===== config.mk =====
export PLATFORM = sky130hd
export DESIGN_NAME = clkout_stop_ctrl
export DESIGN_NICKNAME = d
export VERILOG_FILES = /design/src/rtl/cbs_pkg.sv /design/src/rtl/cbs_sync.sv /design/src/rtl/cbs_decode.sv /design/src/rtl/cbs_stop_chan.sv /design/src/rtl/clkout_stop_ctrl.sv
export SDC_FILE = /design/constraint.sdc
export NUM_CORES = 1
export LEC_CHECK = 0
export BUFFER_PORTS_ARGS = -buffer_cell sky130_fd_sc_hd__buf_2
export CELL_PAD_IN_SITES_DETAIL_PLACEMENT = 1
export CELL_PAD_IN_SITES_GLOBAL_PLACEMENT = 1
export CORE_MARGIN = 10
export CORE_UTILIZATION = 27
export DETAILED_ROUTE_END_ITERATION = 16
export PLACE_DENSITY = 0.61
export SETUP_SLACK_MARGIN = 0.15
export SLEW_MARGIN = 5
export SYNTH_ARGS = -nofsm -noshare
export SYNTH_HDL_FRONTEND = slang
export SYNTH_SLANG_ARGS = --single-unit

===== constraint.sdc =====
create_clock -name clk -period 1.9 [get_ports clk]
set_clock_uncertainty 0.05 [all_clocks]
set_input_delay 0.19 -clock clk [delete_from_list [all_inputs] [get_ports clk]]
set_output_delay 0.19 -clock clk [all_outputs]
set_load 0.1 [all_outputs]

===== src/rtl/cbs_pkg.sv =====
package cbs_pkg;
  typedef enum logic {CH_RUN = 1'b0, CH_STOP = 1'b1} ch_state_e;
  localparam int unsigned DEF_SYNC_STAGES = 2;
  localparam int unsigned DEF_BANKS       = 5;
endpackage


===== src/rtl/cbs_sync.sv =====
module cbs_sync #(
  parameter int unsigned WIDTH  = 1,
  parameter int unsigned STAGES = 2
) (
  input  logic             clk,
  input  logic             rst,
  input  logic [WIDTH-1:0] d_i,
  output logic [WIDTH-1:0] q_o
);
  logic [WIDTH-1:0] stage_q [STAGES];

  for (genvar s = 0; s < STAGES; s++) begin : g_stage
    always_ff @(posedge clk) begin
      if (rst) stage_q[s] <= '0;
      else if (s == 0) stage_q[s] <= d_i;
      else stage_q[s] <= stage_q[(s == 0) ? 0 : s-1];
    end
  end

  assign q_o = stage_q[STAGES-1];
endmodule


===== src/rtl/cbs_decode.sv =====
module cbs_decode #(
  parameter int unsigned NUM_BANKS = 5,
  parameter int unsigned SETTLE    = 2,
  localparam int unsigned CTL_W    = NUM_BANKS + 3,
  localparam int unsigned CNT_W    = $clog2(SETTLE + 1)
) (
  input  logic                 clk,
  input  logic                 rst,
  input  logic                 pll_s,
  input  logic                 ref_s,
  input  logic [NUM_BANKS-1:0] pin_dis_s,
  input  logic                 pd_n_s,
  input  logic                 byp_pin_s,
  input  logic                 hold_pin_s,
  input  logic [CTL_W-1:0]     ctl_s,
  output logic                 src_o,
  output logic                 lvl_o,
  output logic                 hold_o,
  output logic                 byp_o,
  output logic [NUM_BANKS-1:0] bank_dis_o,
  output logic                 fb_dis_o,
  output logic                 settled_o
);
  localparam int unsigned BYP_BIT  = NUM_BANKS;
  localparam int unsigned LVL_BIT  = NUM_BANKS + 1;
  localparam int unsigned HOLD_BIT = NUM_BANKS + 2;

  logic [CNT_W-1:0] settle_cnt;

  always_ff @(posedge clk) begin
    if (rst) settle_cnt <= '0;
    else if (settle_cnt != CNT_W'(SETTLE)) settle_cnt <= settle_cnt + 1'b1;
  end

  assign settled_o = (settle_cnt == CNT_W'(SETTLE));

  always_comb begin
    byp_o    = byp_pin_s | ctl_s[BYP_BIT];
    hold_o   = hold_pin_s | ctl_s[HOLD_BIT];
    lvl_o    = ~ctl_s[LVL_BIT];
    src_o    = byp_o ? ref_s : pll_s;
    fb_dis_o = ~pd_n_s;
    for (int b = 0; b < NUM_BANKS; b++) begin
      bank_dis_o[b] = pin_dis_s[b] | ctl_s[b] | ~pd_n_s;
    end
  end
endmodule


===== src/rtl/cbs_stop_chan.sv =====
module cbs_stop_chan
  import cbs_pkg::*;
#(
  parameter bit INVERT = 1'b0
) (
  input  logic clk,
  input  logic rst,
  input  logic settled_i,
  input  logic src_i,
  input  logic lvl_i,
  input  logic dis_i,
  input  logic hold_i,
  output logic q_o,
  output logic oe_o,
  output logic stopped_o
);
  ch_state_e state_q, state_d;
  logic      q_d, oe_d;
  logic      src_c, lvl_c;

  assign src_c = src_i ^ INVERT;
  assign lvl_c = lvl_i ^ INVERT;

  always_comb begin
    state_d = state_q;
    if (!settled_i) begin
      state_d = CH_STOP;
      q_d     = q_o;
      oe_d    = 1'b0;
    end else begin
      case (state_q)
        CH_RUN:  if (dis_i && (src_c == lvl_c)) state_d = CH_STOP;
        CH_STOP: if (!dis_i && (src_c == lvl_c)) state_d = CH_RUN;
        default: state_d = CH_STOP;
      endcase
      q_d  = (state_d == CH_RUN) ? src_c : lvl_c;
      oe_d = (state_d == CH_RUN) || hold_i;
    end
  end

  always_ff @(posedge clk) begin
    if (rst) begin
      state_q <= CH_STOP;
      q_o     <= INVERT;
      oe_o    <= 1'b0;
    end else begin
      state_q <= state_d;
      q_o     <= q_d;
      oe_o    <= oe_d;
    end
  end

  assign stopped_o = (state_q == CH_STOP);
endmodule


===== src/rtl/clkout_stop_ctrl.sv =====
module clkout_stop_ctrl #(
  parameter int unsigned NUM_BANKS   = cbs_pkg::DEF_BANKS,
  parameter int unsigned SYNC_STAGES = cbs_pkg::DEF_SYNC_STAGES,
  localparam int unsigned CTL_W      = NUM_BANKS + 3,
  localparam int unsigned OUT_W      = 2 * NUM_BANKS,
  localparam int unsigned SYNC_W     = 2 * NUM_BANKS + 8
) (
  input  logic                 clk,
  input  logic                 rst,
  input  logic                 pll_clk_i,
  input  logic                 ref_clk_i,
  input  logic [NUM_BANKS-1:0] bank_dis_i,
  input  logic                 pd_n_i,
  input  logic                 bypass_i,
  input  logic                 hold_i,
  input  logic [CTL_W-1:0]     cfg_i,
  output logic [OUT_W-1:0]     bank_q_o,
  output logic [OUT_W-1:0]     bank_oe_o,
  output logic                 fb_o,
  output logic                 fb_n_o,
  output logic                 fb_oe_o
);
  logic [SYNC_W-1:0]    async_vec, sync_vec;
  logic                 pll_s, ref_s, pd_n_s, byp_pin_s, hold_pin_s;
  logic [NUM_BANKS-1:0] pin_dis_s, bank_dis;
  logic [CTL_W-1:0]     ctl_s;
  logic                 src, lvl_s, hold_s, byp_s, fb_dis, settled;
  logic [OUT_W-1:0]     chan_stopped;
  logic                 fb_stopped, fbn_stopped, fbn_oe;

  assign async_vec = {pll_clk_i, ref_clk_i, bank_dis_i, pd_n_i, bypass_i, hold_i, cfg_i};

  cbs_sync #(.WIDTH(SYNC_W), .STAGES(SYNC_STAGES)) u_sync (
    .clk(clk), .rst(rst), .d_i(async_vec), .q_o(sync_vec)
  );

  assign {pll_s, ref_s, pin_dis_s, pd_n_s, byp_pin_s, hold_pin_s, ctl_s} = sync_vec;

  cbs_decode #(.NUM_BANKS(NUM_BANKS), .SETTLE(SYNC_STAGES)) u_dec (
    .clk(clk), .rst(rst),
    .pll_s(pll_s), .ref_s(ref_s), .pin_dis_s(pin_dis_s), .pd_n_s(pd_n_s),
    .byp_pin_s(byp_pin_s), .hold_pin_s(hold_pin_s), .ctl_s(ctl_s),
    .src_o(src), .lvl_o(lvl_s), .hold_o(hold_s), .byp_o(byp_s),
    .bank_dis_o(bank_dis), .fb_dis_o(fb_dis), .settled_o(settled)
  );

  for (genvar b = 0; b < NUM_BANKS; b++) begin : g_bank
    for (genvar k = 0; k < 2; k++) begin : g_pin
      cbs_stop_chan #(.INVERT(1'b0)) u_chan (
        .clk(clk), .rst(rst), .settled_i(settled), .src_i(src), .lvl_i(lvl_s),
        .dis_i(bank_dis[b]), .hold_i(hold_s),
        .q_o(bank_q_o[2*b+k]), .oe_o(bank_oe_o[2*b+k]),
        .stopped_o(chan_stopped[2*b+k])
      );
    end
  end

  cbs_stop_chan #(.INVERT(1'b0)) u_fb (
    .clk(clk), .rst(rst), .settled_i(settled), .src_i(src), .lvl_i(lvl_s),
    .dis_i(fb_dis), .hold_i(hold_s),
    .q_o(fb_o), .oe_o(fb_oe_o), .stopped_o(fb_stopped)
  );

  cbs_stop_chan #(.INVERT(1'b1)) u_fbn (
    .clk(clk), .rst(rst), .settled_i(settled), .src_i(src), .lvl_i(lvl_s),
    .dis_i(fb_dis), .hold_i(hold_s),
    .q_o(fb_n_o), .oe_o(fbn_oe), .stopped_o(fbn_stopped)
  );
endmodule


* Word-level counts from Yosys, hierarchy flattened
Memories as Yosys holds them, arrays and structs flattened. Index checks and enable logic that the tools add are counted.
Cells by class: multiply operators 0, reductions and logical operators 31, magnitude comparators 0, equal/unequal tests 4, add/subtract/negate cells 1, bitwise operators 41, muxes and demuxes 56, div/mod/pow operators 0, shift-type cells 0
Operators with widths (number):
- $mux 1 | 42
- $mux 18 | 2
- $not 1->1 | 27
- $pmux 1 s2 | 12
- $logic_and 1x1->1 | 14
- $or 1x1->1 | 14
- $logic_or 1x1->1 | 11
- $logic_not 1->1 | 5
- $add 2x1->2 const B | 1
- $eq 1x1->1 | 2
- $eq 2x2->1 const B | 1
- $ne 2x2->1 const B | 1
- $reduce_or 2->1 | 1
Storage, ports and cells: output and inout bits 23, input port bits 20, memory bits (read-only) 0, bits in registers 37, memories 1, logic and storage cells 170, latch bits 0, memory bits (writable) 36
Memories:
- u_sync.stage_q | depth 2, bits a word 18, read ports 2, clocked after Yosys merged registers in 0, write ports 2, line cbs_sync.sv:10 | logic [WIDTH-1:0] stage_q [STAGES];

* Longest topological paths before layout
word-level depth 9, mapped depth 7, depth with buffers taken out 6

* Modules after synthesis
Synthesis repeated with hierarchy kept, for this count alone.
Second synthesis, totals: cell total of the unflattened synthesis 227, area, all modules 2575.0 um^2
Modules (own cells, without submodules):
- cbs_stop_chan at g_bank[0].g_pin[0].u_chan ... | times used 11, area each 117.6 um^2, cells each 11, sequential area each 60.1 um^2
- cbs_sync | times used 1, area each 994.7 um^2, cells each 75, sequential area each 720.7 um^2
- cbs_decode | times used 1, area each 165.2 um^2, cells each 20, sequential area each 40.0 um^2
- cbs_stop_chan at u_fbn | times used 1, area each 121.4 um^2, cells each 11, sequential area each 60.1 um^2

* Least setup slack after synthesis
Ideal clock, no wire load.
path kind reg2reg, from memory u_sync.stage_q[1][5] in the netlist's numbering, to register u_fb.oe_o, path buffers 1, setup time 0.125 ns, data required time 1.725 ns, path slack 0.280 ns, cell stages (with the launch flop) 6, arrival time 1.445 ns, period minus slack after synthesis 1.620 ns, cells stage by stage dfxtp_1 o21a_1 or3_1 buf_2 and3_4 o41a_1
RTL lines:
- start, declared | line cbs_sync.sv:10
- end signal, assigned | line cbs_stop_chan.sv:45 | oe_o <= 1'b0;
- end signal, assigned | line cbs_stop_chan.sv:49 | oe_o <= oe_d;
- end, declared | line cbs_stop_chan.sv:14 | output logic oe_o,

==> metrics.txt <==
Placer Congestion roughly 0.76; H-tree depth 3; Mapped Area between 0.002 and 0.003 mm^2; Die ar. 0.01372 mm^2; Max VDD drop between 0.5 and 0.6 mV; fmax roughly 600 MHz; Cells after Synth roughly 240; Hold Crit Class in2reg; Seq/Total Area, Yosys a little under three fifths; initial antenna violation count 0; maxcap violations 0; first-pass GRT wire length about 9 mm; routed via count around 1.7k; vias in the first global route 1,824; Tot GR Track Use about 8.3%; final hold vios 0; Max Root-Sink Buffers 2; Worst Tran Pin Value 501.1 ps; CTS buffer count 9; Required @ worst endpoint between 2000 and 2500 ps; fillers just over 1k; CTS sink count 73; hold slack 13.89 ps; Synth Warn # 0; Die Y between 100 and 150 um; post-synth top area share between 50% and 60%; 1st-pass router iterations 4; synth unique cells 30; drt wl/cell approximately 13 um; # placed instances between 300 and 400; Chip Width about 120 um; final slew viol count 0; Setup TNS Final 0 ps; WL final 5.180 mm; fin cells approximately 400; CP Capture Type register; post-route ant nets 0; pwr/cell area between 1000 and 1500 mW/mm^2; I/O pin count 43; Rows 35; share of layout cells above drive strength 1 25.26%; clk slew on worst S/H paths 70 ps; Critical Path AT 1840 ps; initial drt markers 67; diode count 0; crit path kind reg2reg; Final Power ~4.5 mW; CTS tree built; RSZ-0062 raised after global routing yes; Seq cells post-synth 73; hpwl dp about 3.8 mm; final period utilization 87.33%; largest area contributor in the netlist dfxtp_1; total global routing overflow 0; largest net degree at the start of global routing 32; Leak approximately 1.3 nW; DRC Markers 0; top cells by area, synth dfxtp_1, nor2b_1, buf_4; Clock Latency Late Sink between 300 and 400 ps; crit-path max FO 20; Slew headroom ~67%; most common cell after layout, fill and taps aside dfxtp_1; Via-to-Cell Ratio ~4.4; mean area per synthesized cell 10.48 um^2; Starting Density 27.70%; status complete, no violations; Core Area approximately 0.0092 mm^2; FF/Latch Area about 0.0015 mm^2; startpoint types register; net count after synthesis between 200 and 300; most frequent cells in the layout dfxtp_1, buf_2, nor2b_1; Tmin final approximately 1700 ps; Layout area overhead 22.15%; post-CTS setup buffer count 0; CTS Root Cell clkbuf_8; setup violators final 0; number of I/O port buffers 42; Multi-input gate area about 870 um^2; Layout Nets between 300 and 400
worst max-delay path, stage by stage (launching register included):
cell	delay, ps
dfxtp_1	330
o21a_1	210
or3_4	390
and2_4	250
o311ai_1	320
routing by layer:
layer	global-route usage, %	vias up	share of wire (%)
li1	-	892	-
met1	9.586	793	46
met2	12.94	49	45
met3	4.587	6	8.6
met4	2.718	0	1.0
met5	0	-	0
cells in the mapped netlist, drive strengths merged:
cell type / instances
nand2: 12
and3: 1
nor2b: 37
nor3: 5
nor3b: 1
o41a: 1
or2: 1
o21a: 1
xor2: 1
dfxtp: 73
nand4: 5
or3: 1
o311ai: 10
nand2b: 12
and2: 1
ha: 1
a21oi: 3
clkbuf: 8
o31a: 11
o22ai: 11
buf: 27
o21ai: 15
inv: 1
o211ai: 1
nor2: 3
power by group:
group          internal, mW  switching [mW]
combinational         0.278           0.982
sequential             1.69          0.0723
clock                 0.900           0.545
final cells by class:
cell class                      count  share of cell area (%)
Clock buffer                       10                   4.423
Clock inverter                      5                   3.337
Inverter                            1                  0.1206
Multi-Input combinational cell    134                   28.07
Sequential cell                    73                   46.96
Tap cell                          111                   4.463
Timing Repair Buffer               62                   12.63
logic make-up after synthesis:
group | after synthesis | synth area share (%)
AND/OR/NAND/NOR | 79 | 18.03
flip-flops | 73 | 57.37
AO/OA/AOI/OAI | 53 | 14.78
buffers and inverters | 36 | 8.988
XOR/XNOR | 1 | 0.3439
adder cells (fa/ha/maj) | 1 | 0.4911
sequential cells by signal, indices dropped and copies added, names as in the netlist:
register,cells
u_fbn.stopped_o,1
g_bank.g_pin.u_chan.oe_o,10
u_dec.settle_cnt,2
u_fb.oe_o,1
u_fbn.q_o,1
u_fb.stopped_o,1
u_fb.q_o,1
g_bank.g_pin.u_chan.stopped_o,10
g_bank.g_pin.u_chan.q_o,10
u_sync.stage_q,36
path summary, 6_finish.rpt:
kind / from / to / slack, ps / depth (start not counted)
setup / recovery: u_sync.stage_q[1][5] / g_bank[1].g_pin[0].u_chan.oe_o / 240 / 4
hold reg to reg: u_sync.stage_q[0][17] / u_sync.stage_q[1][17] / 390 / 1
setup reg to reg: u_sync.stage_q[1][5] / g_bank[1].g_pin[0].u_chan.oe_o / 240 / 4
hold / removal: pd_n_i / u_sync.stage_q[0][10] / 10 / 2
stage by stage:
step | utilization, % | cell area (um^2) | worst slack, ps
3_3_place_gp | 29.62 | 2724 | 203.8
5_1_grt | 33.84 | 3112 | 143.3
6_report | 33.84 | 3112 | 240.7
4_1_cts | 33.71 | 3100 | 168.3
3_5_place_dp | 29.62 | 2724 | 166.2
2_1_floorplan | - | 2547 | 279.5
repair_timing:
item | in CTS | in global routing
endpoints found under the setup margin | 1 | 21
pin swaps | 0 | 1
resized for setup | 1 | 3
endpoints found under the hold margin | 13 | 0
hold buffers | 13 | 0
Power figures use the tool's default switching activity.
